### config.mk
export PLATFORM = sky130hd
export DESIGN_NAME = msi_capture_ctrl
export DESIGN_NICKNAME = d
export VERILOG_FILES = /design/src/rtl/msi_cap_pkg.sv /design/src/rtl/msi_cfg_regs.sv /design/src/rtl/msi_match.sv /design/src/rtl/msi_pending.sv /design/src/rtl/msi_capture_ctrl.sv
export SDC_FILE = /design/constraint.sdc
export NUM_CORES = 1
export LEC_CHECK = 0
export CAP_MARGIN = 20
export CORE_MARGIN = 5
export CORE_UTILIZATION = 45
export CTS_CLUSTER_DIAMETER = 100
export CTS_CLUSTER_SIZE = 12
export DETAILED_ROUTE_END_ITERATION = 8
export DONT_BUFFER_PORTS = 1
export HOLD_SLACK_MARGIN = 0.12
export SYNTH_ARGS = -nofsm -noshare
export SYNTH_HDL_FRONTEND = slang
export SYNTH_SLANG_ARGS = --single-unit
### constraint.sdc
create_clock -name clk -period 2.4 [get_ports clk]
set_clock_uncertainty 0.2 [all_clocks]
set_input_delay 0 -clock clk [delete_from_list [all_inputs] [get_ports clk]]
set_output_delay 0 -clock clk [all_outputs]
set_load 0.005 [all_outputs]
### src/rtl/msi_cap_pkg.sv
package msi_cap_pkg;
  localparam int REG_W  = 32;
  localparam int RIDX_W = 3;

  typedef enum logic [RIDX_W-1:0] {
    RG_PEND  = 3'd0,
    RG_CLEAR = 3'd1,
    RG_MSET  = 3'd2,
    RG_MCLR  = 3'd3,
    RG_TLO   = 3'd4,
    RG_THI   = 3'd5,
    RG_DCFG  = 3'd6
  } reg_sel_e;
endpackage

### src/rtl/msi_cfg_regs.sv
module msi_cfg_regs
  import msi_cap_pkg::*;
#(
  parameter int ADDR_W = 64
) (
  input  logic              clk,
  input  logic              rst,
  input  logic              reg_we,
  input  logic [RIDX_W-1:0] reg_addr,
  input  logic [REG_W-1:0]  reg_wdata,
  output logic              cap_en,
  output logic [ADDR_W-1:1] tgt_addr,
  output logic [15:0]       cmp_mask,
  output logic [15:0]       cmp_pat,
  output logic [REG_W-1:0]  tlo_q,
  output logic [REG_W-1:0]  thi_q,
  output logic [REG_W-1:0]  dcfg_q
);
  logic [2*REG_W-1:0] tgt_full;

  always_ff @(posedge clk) begin
    if (rst) begin
      tlo_q  <= '0;
      thi_q  <= '0;
      dcfg_q <= '0;
    end else if (reg_we) begin
      case (reg_sel_e'(reg_addr))
        RG_TLO:  tlo_q  <= reg_wdata;
        RG_THI:  thi_q  <= reg_wdata;
        RG_DCFG: dcfg_q <= reg_wdata;
        default: ;
      endcase
    end
  end

  assign tgt_full = {thi_q, tlo_q};
  assign tgt_addr = tgt_full[ADDR_W-1:1];
  assign cap_en   = tlo_q[0];
  assign cmp_mask = dcfg_q[31:16];
  assign cmp_pat  = dcfg_q[15:0];
endmodule

### src/rtl/msi_match.sv
module msi_match #(
  parameter int ADDR_W = 64,
  parameter int VEC_W  = 5
) (
  input  logic              in_valid,
  input  logic [ADDR_W-1:0] in_addr,
  input  logic [15:0]       in_data_lo,
  input  logic              cap_en,
  input  logic [ADDR_W-1:1] tgt_addr,
  input  logic [15:0]       cmp_mask,
  input  logic [15:0]       cmp_pat,
  output logic              hit,
  output logic [VEC_W-1:0]  hit_vec
);
  logic addr_ok;
  logic data_ok;

  assign addr_ok = (in_addr | ADDR_W'(1)) == {tgt_addr, 1'b1};
  assign data_ok = ((in_data_lo ^ cmp_pat) & cmp_mask) == 16'h0;
  assign hit     = in_valid && cap_en && addr_ok && data_ok;
  assign hit_vec = in_data_lo[VEC_W-1:0];
endmodule

### src/rtl/msi_pending.sv
module msi_pending #(
  parameter int NUM_VEC = 32,
  parameter int VEC_W   = 5
) (
  input  logic               clk,
  input  logic               rst,
  input  logic               hit,
  input  logic [VEC_W-1:0]   hit_vec,
  input  logic [NUM_VEC-1:0] clr_bits,
  input  logic [NUM_VEC-1:0] mset_bits,
  input  logic [NUM_VEC-1:0] mclr_bits,
  output logic [NUM_VEC-1:0] status_q,
  output logic [NUM_VEC-1:0] mask_q,
  output logic               irq_q
);
  logic [NUM_VEC-1:0] set_bits;
  logic [NUM_VEC-1:0] status_d;
  logic [NUM_VEC-1:0] mask_d;

  always_comb begin
    set_bits = '0;
    if (hit) set_bits = NUM_VEC'(1) << hit_vec;
    status_d = (status_q & ~clr_bits) | set_bits;
    mask_d   = (mask_q | mset_bits) & ~mclr_bits;
  end

  always_ff @(posedge clk) begin
    if (rst) begin
      status_q <= '0;
      mask_q   <= '1;
      irq_q    <= 1'b0;
    end else begin
      status_q <= status_d;
      mask_q   <= mask_d;
      irq_q    <= |(status_d & ~mask_d);
    end
  end
endmodule

### src/rtl/msi_capture_ctrl.sv
module msi_capture_ctrl
  import msi_cap_pkg::*;
#(
  parameter int NUM_VEC = 32,
  parameter int ADDR_W  = 64,
  parameter int DATA_W  = 32
) (
  input  logic              clk,
  input  logic              rst,
  input  logic              reg_we,
  input  logic [2:0]        reg_addr,
  input  logic [31:0]       reg_wdata,
  output logic [31:0]       reg_rdata,
  input  logic              in_valid,
  input  logic [63:0]       in_addr,
  input  logic [31:0]       in_data,
  output logic              fwd_valid,
  output logic [63:0]       fwd_addr,
  output logic [31:0]       fwd_data,
  output logic              irq
);
  localparam int VEC_W = $clog2(NUM_VEC);

  logic               cap_en;
  logic [ADDR_W-1:1]  tgt_addr;
  logic [15:0]        cmp_mask;
  logic [15:0]        cmp_pat;
  logic [REG_W-1:0]   tlo_q, thi_q, dcfg_q;
  logic               hit;
  logic [VEC_W-1:0]   hit_vec;
  logic [NUM_VEC-1:0] clr_bits, mset_bits, mclr_bits;
  logic [NUM_VEC-1:0] status_q, mask_q;
  logic               irq_q;
  logic [REG_W-1:0]   rd_mux;

  msi_cfg_regs #(.ADDR_W(ADDR_W)) u_cfg (
    .clk(clk), .rst(rst), .reg_we(reg_we), .reg_addr(reg_addr),
    .reg_wdata(reg_wdata), .cap_en(cap_en), .tgt_addr(tgt_addr),
    .cmp_mask(cmp_mask), .cmp_pat(cmp_pat),
    .tlo_q(tlo_q), .thi_q(thi_q), .dcfg_q(dcfg_q)
  );

  msi_match #(.ADDR_W(ADDR_W), .VEC_W(VEC_W)) u_match (
    .in_valid(in_valid), .in_addr(in_addr[ADDR_W-1:0]),
    .in_data_lo(in_data[15:0]), .cap_en(cap_en), .tgt_addr(tgt_addr),
    .cmp_mask(cmp_mask), .cmp_pat(cmp_pat), .hit(hit), .hit_vec(hit_vec)
  );

  always_comb begin
    clr_bits  = '0;
    mset_bits = '0;
    mclr_bits = '0;
    if (reg_we) begin
      case (reg_sel_e'(reg_addr))
        RG_CLEAR: clr_bits  = reg_wdata[NUM_VEC-1:0];
        RG_MSET:  mset_bits = reg_wdata[NUM_VEC-1:0];
        RG_MCLR:  mclr_bits = reg_wdata[NUM_VEC-1:0];
        default: ;
      endcase
    end
  end

  msi_pending #(.NUM_VEC(NUM_VEC), .VEC_W(VEC_W)) u_pend (
    .clk(clk), .rst(rst), .hit(hit), .hit_vec(hit_vec),
    .clr_bits(clr_bits), .mset_bits(mset_bits), .mclr_bits(mclr_bits),
    .status_q(status_q), .mask_q(mask_q), .irq_q(irq_q)
  );

  always_comb begin
    case (reg_sel_e'(reg_addr))
      RG_PEND:         rd_mux = REG_W'(status_q);
      RG_MSET, RG_MCLR: rd_mux = REG_W'(mask_q);
      RG_TLO:          rd_mux = tlo_q;
      RG_THI:          rd_mux = thi_q;
      RG_DCFG:         rd_mux = dcfg_q;
      default:         rd_mux = '0;
    endcase
  end

  always_ff @(posedge clk) begin
    if (rst) begin
      reg_rdata <= '0;
      fwd_valid <= 1'b0;
      fwd_addr  <= '0;
      fwd_data  <= '0;
    end else begin
      reg_rdata <= rd_mux;
      fwd_valid <= in_valid && !hit;
      if (in_valid && !hit) begin
        fwd_addr <= in_addr;
        fwd_data <= in_data;
      end
    end
  end

  assign irq = irq_q;
endmodule

==> metrics.md <==
| Metric | Value |
|---|---|
| Status | finished with violations |
| Failing checks | negative hold slack, negative setup slack |
| Yosys warns | 0 |
| Final Max Tran Viols | 0 |
| Largest net degree at the start of global routing | 228 |
| Total wire length | 67.12 mm |
| Critical path's slowest cell | o31a_2 |
| Fmax achieved | 0.3621 GHz |
| Setup_tns | -33.80 ns |
| Fin crit period | 2.762 ns |
| Tightest Hold Check Type | in -> reg |
| CP endpoint kind | flop |
| Startpoint types | flop |
| Setup Viol. Count Final | 131 |
| DRC | 0 |
| Area contributors post-synth | dfxtp_1 44%, mux2i_1 9.2%, nand2_1 7.7% |
| GPL Wtd Cong | 1.034 |
| Net Count, Synth | 1,694 |
| Actual slew at the worst max-slew pin | 1.177 ns |
| Port bufs | 0 |
| Synth-to-layout area growth | 47.62% |
| Die height | 181.2 µm |
| Leakage power | 8.139 nW |
| Final Hold Fails | 134 |
| CTS tree | yes |
| H-Tree Depth | 1 |
| Initial antenna violation count | 6 |
| Layout cells sized above 1 | 15.26% |
| I/O Pins | 265 |
| Detail Placement HPWL | 39.80 mm |
| Clk root buf | clkbuf_16 |
| Post-route ant nets | 0 |
| Yosys top cell area share | 44.00% |
| Cts bufs inserted | 28 |
| Peak VDD IR | 0.0005203 V |
| CP required | 2.64 ns |
| Synth Cell Area | 0.01319 mm² |
| Crit path buffers/inverters | 2 |
| Main flop type after synthesis | dfxtp_1 |
| Synth area leader | dfxtp_1 |
| Grt total ovfl | 0 |
| Register area share after synthesis | 44.00% |
| CP max stage delay | 0.47 ns |
| Number of global-route vias before repair | 13,510 |
| Avg Cell Area, Syn | 8.463 µm² |
| Number of placement rows | 62 |
| Synth Register Bits | 290 |
| Netlist cell types | 59 |
| Reg clk slew, reported paths | 0.07 ns |
| First-pass GRT wire length | 91.07 mm |
| Crit path DAT | 3.00 ns |
| Placed instance area | 0.01438 mm² |
| Worst skew pair latency | 0.57 ns |
| Vias after detailed routing | 14,750 |
| Initial drt markers | 2,245 |
| Setup slack after placement | -0.3100 ns |
| Slew HR | 20.94% |
| Max Root-Sink Buffers | 3 |
| Final period utilization | 115.1% |
| Vias/cell | 6.218 |
| Fin nets | 2,121 |
| Cell area after layout | 0.01948 mm² |
| Die area | 0.03284 mm² |
| Critical Path, Cell by Cell | xor2_2 > a22o_1 > a221oi_2 > nand4_1 > buf_6 > o31a_2 > clkbuf_16 > mux2i_1 > nor2_1 |
| Clock Sinks | 290 |
| Floorplan core area | 0.02886 mm² |
| FFs w/ async S/R, synth | 0% |
| Critical Path Fanout Max | 11 |
| CP top delay family | compound AO/OA/AOI/OAI gates |
| PD cells | 541.8 mW/mm² |
| Unrepaired setup endpoints after global routing | yes |
| Avg WL per Cell | 28.30 µm |
| Synth Instances | 1,559 |
| Max-cap viol count | 0 |
| TritonRoute pass-1 iters | 5 |
| Final design utilization | 67.49% |
| Effective utilization at floorplan | 45.72% |
| Die Wd | 181.2 µm |
| EDFF count, synth | 0 |
| Worst Slack Setup Final | -0.3619 ns |
| Overall routing resource usage | 36.38% |
| Crit path kind | reg -> reg |
| Final hold slack | -0.6286 ns |
## worst paths after layout
path         slack [ns]             endpoint  cells after the start                 from
min reg2reg        0.31  u_pend.status_q[18]                      2  u_pend.status_q[18]
min               -0.63         fwd_data[10]                      1                  rst
max               -0.36         fwd_addr[22]                      9      u_cfg.dcfg_q[3]
max reg2reg       -0.36         fwd_addr[22]                      9      u_cfg.dcfg_q[3]
## state kept, by name (all words and copies together), names as in the netlist
register,flops
reg_rdata,32
fwd_valid,1
u_pend.irq_q,1
u_cfg.thi_q,32
u_pend.mask_q,32
u_cfg.tlo_q,32
fwd_addr,64
u_pend.status_q,32
u_cfg.dcfg_q,32
fwd_data,32
## cell usage in the layout (no fill, tap or decap), types with 8 or more instances in the layout
cell | synthesis | layout
nand4b_1 | 19 | 19
nor2b_1 | 12 | 12
dfxtp_1 | 290 | 282
nor2_1 | 184 | 184
inv_1 | 25 | 25
a311oi_1 | 25 | 25
a221oi_1 | 34 | 31
clkbuf_16 | 0 | 35
buf_12 | 0 | 12
a22oi_2 | 0 | 18
dlygate4sd3_1 | 0 | 339
a22oi_1 | 26 | 8
a21oi_2 | 0 | 14
nand2b_1 | 39 | 39
mux2_2 | 19 | 19
o21ai_0 | 15 | 11
xor2_1 | 24 | 23
a21oi_1 | 144 | 130
nand3_1 | 28 | 28
xnor2_1 | 44 | 39
o211ai_1 | 12 | 12
dfxtp_2 | 0 | 8
mux2i_1 | 121 | 115
nor3_1 | 10 | 9
nand4_1 | 14 | 14
buf_6 | 4 | 13
buf_4 | 0 | 130
nand2_1 | 270 | 263
## report_power, final
| part | internal, mW | switching, mW | total (mW) |
|---|---|---|---|
| sequential | 4.99 | 0.151 | 5.14 |
| clock | 2.06 | 1.91 | 3.97 |
| combinational | 0.668 | 0.768 | 1.44 |
## cell usage after synthesis (all sizes together) (3+ instances only)
| cell type | n |
|---|---|
| o21ai | 16 |
| nand2 | 270 |
| nor3 | 10 |
| a311oi | 25 |
| nand4b | 19 |
| o2111ai | 3 |
| o22ai | 5 |
| mux2 | 19 |
| nand3 | 28 |
| mux2i | 121 |
| dfxtp | 290 |
| a221oi | 34 |
| nand4 | 15 |
| a222oi | 3 |
| a22o | 5 |
| buf | 24 |
| nand2b | 39 |
| o211a | 3 |
| inv | 25 |
| xor2 | 24 |
| a2111oi | 7 |
| clkbuf | 92 |
| a211o | 5 |
| and3 | 3 |
| nor2b | 12 |
| nor2 | 184 |
| a31oi | 7 |
| xnor2 | 44 |
| a22oi | 26 |
| o211ai | 12 |
| a21oi | 144 |
| and2 | 7 |
| nor4 | 12 |
## through the flow
step	total power, mW	std cells	hold WS [ns]
2_1_floorplan	5.835	1559	-0.07156
3_3_place_gp	6.020	1968	-0.1006
3_5_place_dp	6.035	1969	-0.09662
4_1_cts	10.33	2302	-0.6668
5_1_grt	10.81	2372	-0.6539
6_report	10.55	2372	-0.6286
## per-layer routing
layer	wire (µm)	vias up	track usage [%]
li1	-	6278	-
met3	8942	275	11.66
met1	24430	7061	46.26
met4	4870	4	18.61
met5	33	-	0
met2	28850	1132	55.44
## cell type report
class                           instances  area (µm²)
Fill cell                            2320        9382
Multi-Input combinational cell       1130        7214
Sequential cell                       290        5816
Timing Repair Buffer                  511        5139
Clock buffer                           28       700.7
Tap cell                              384       480.5
Inverter                               25       93.84
Clock inverter                          2       27.53
Antenna cell                            2       5.005
## timing repair
| item | CTS | global route |
|---|---|---|
| resized for setup | 52 | 59 |
| hold buffers | 294 | 54 |
| setup endpoints to repair | 130 | 149 |
| pin swaps | 17 | 48 |
| hold endpoints to repair | 290 | 172 |
| gates cloned | 2 | 13 |
| setup buffers | 8 | 4 |
## cell families after synthesis
| family | share of synthesized area, % |
|---|---|
| xor gates and xnor gates | 4.514 |
| muxes | 10.80 |
| buffers and inverters | 4.324 |
| AOI/OAI and AO/OA | 15.53 |
| DFF | 44.00 |
| and+or+nand+nor | 20.82 |
(Power assumes the default switching activity.)
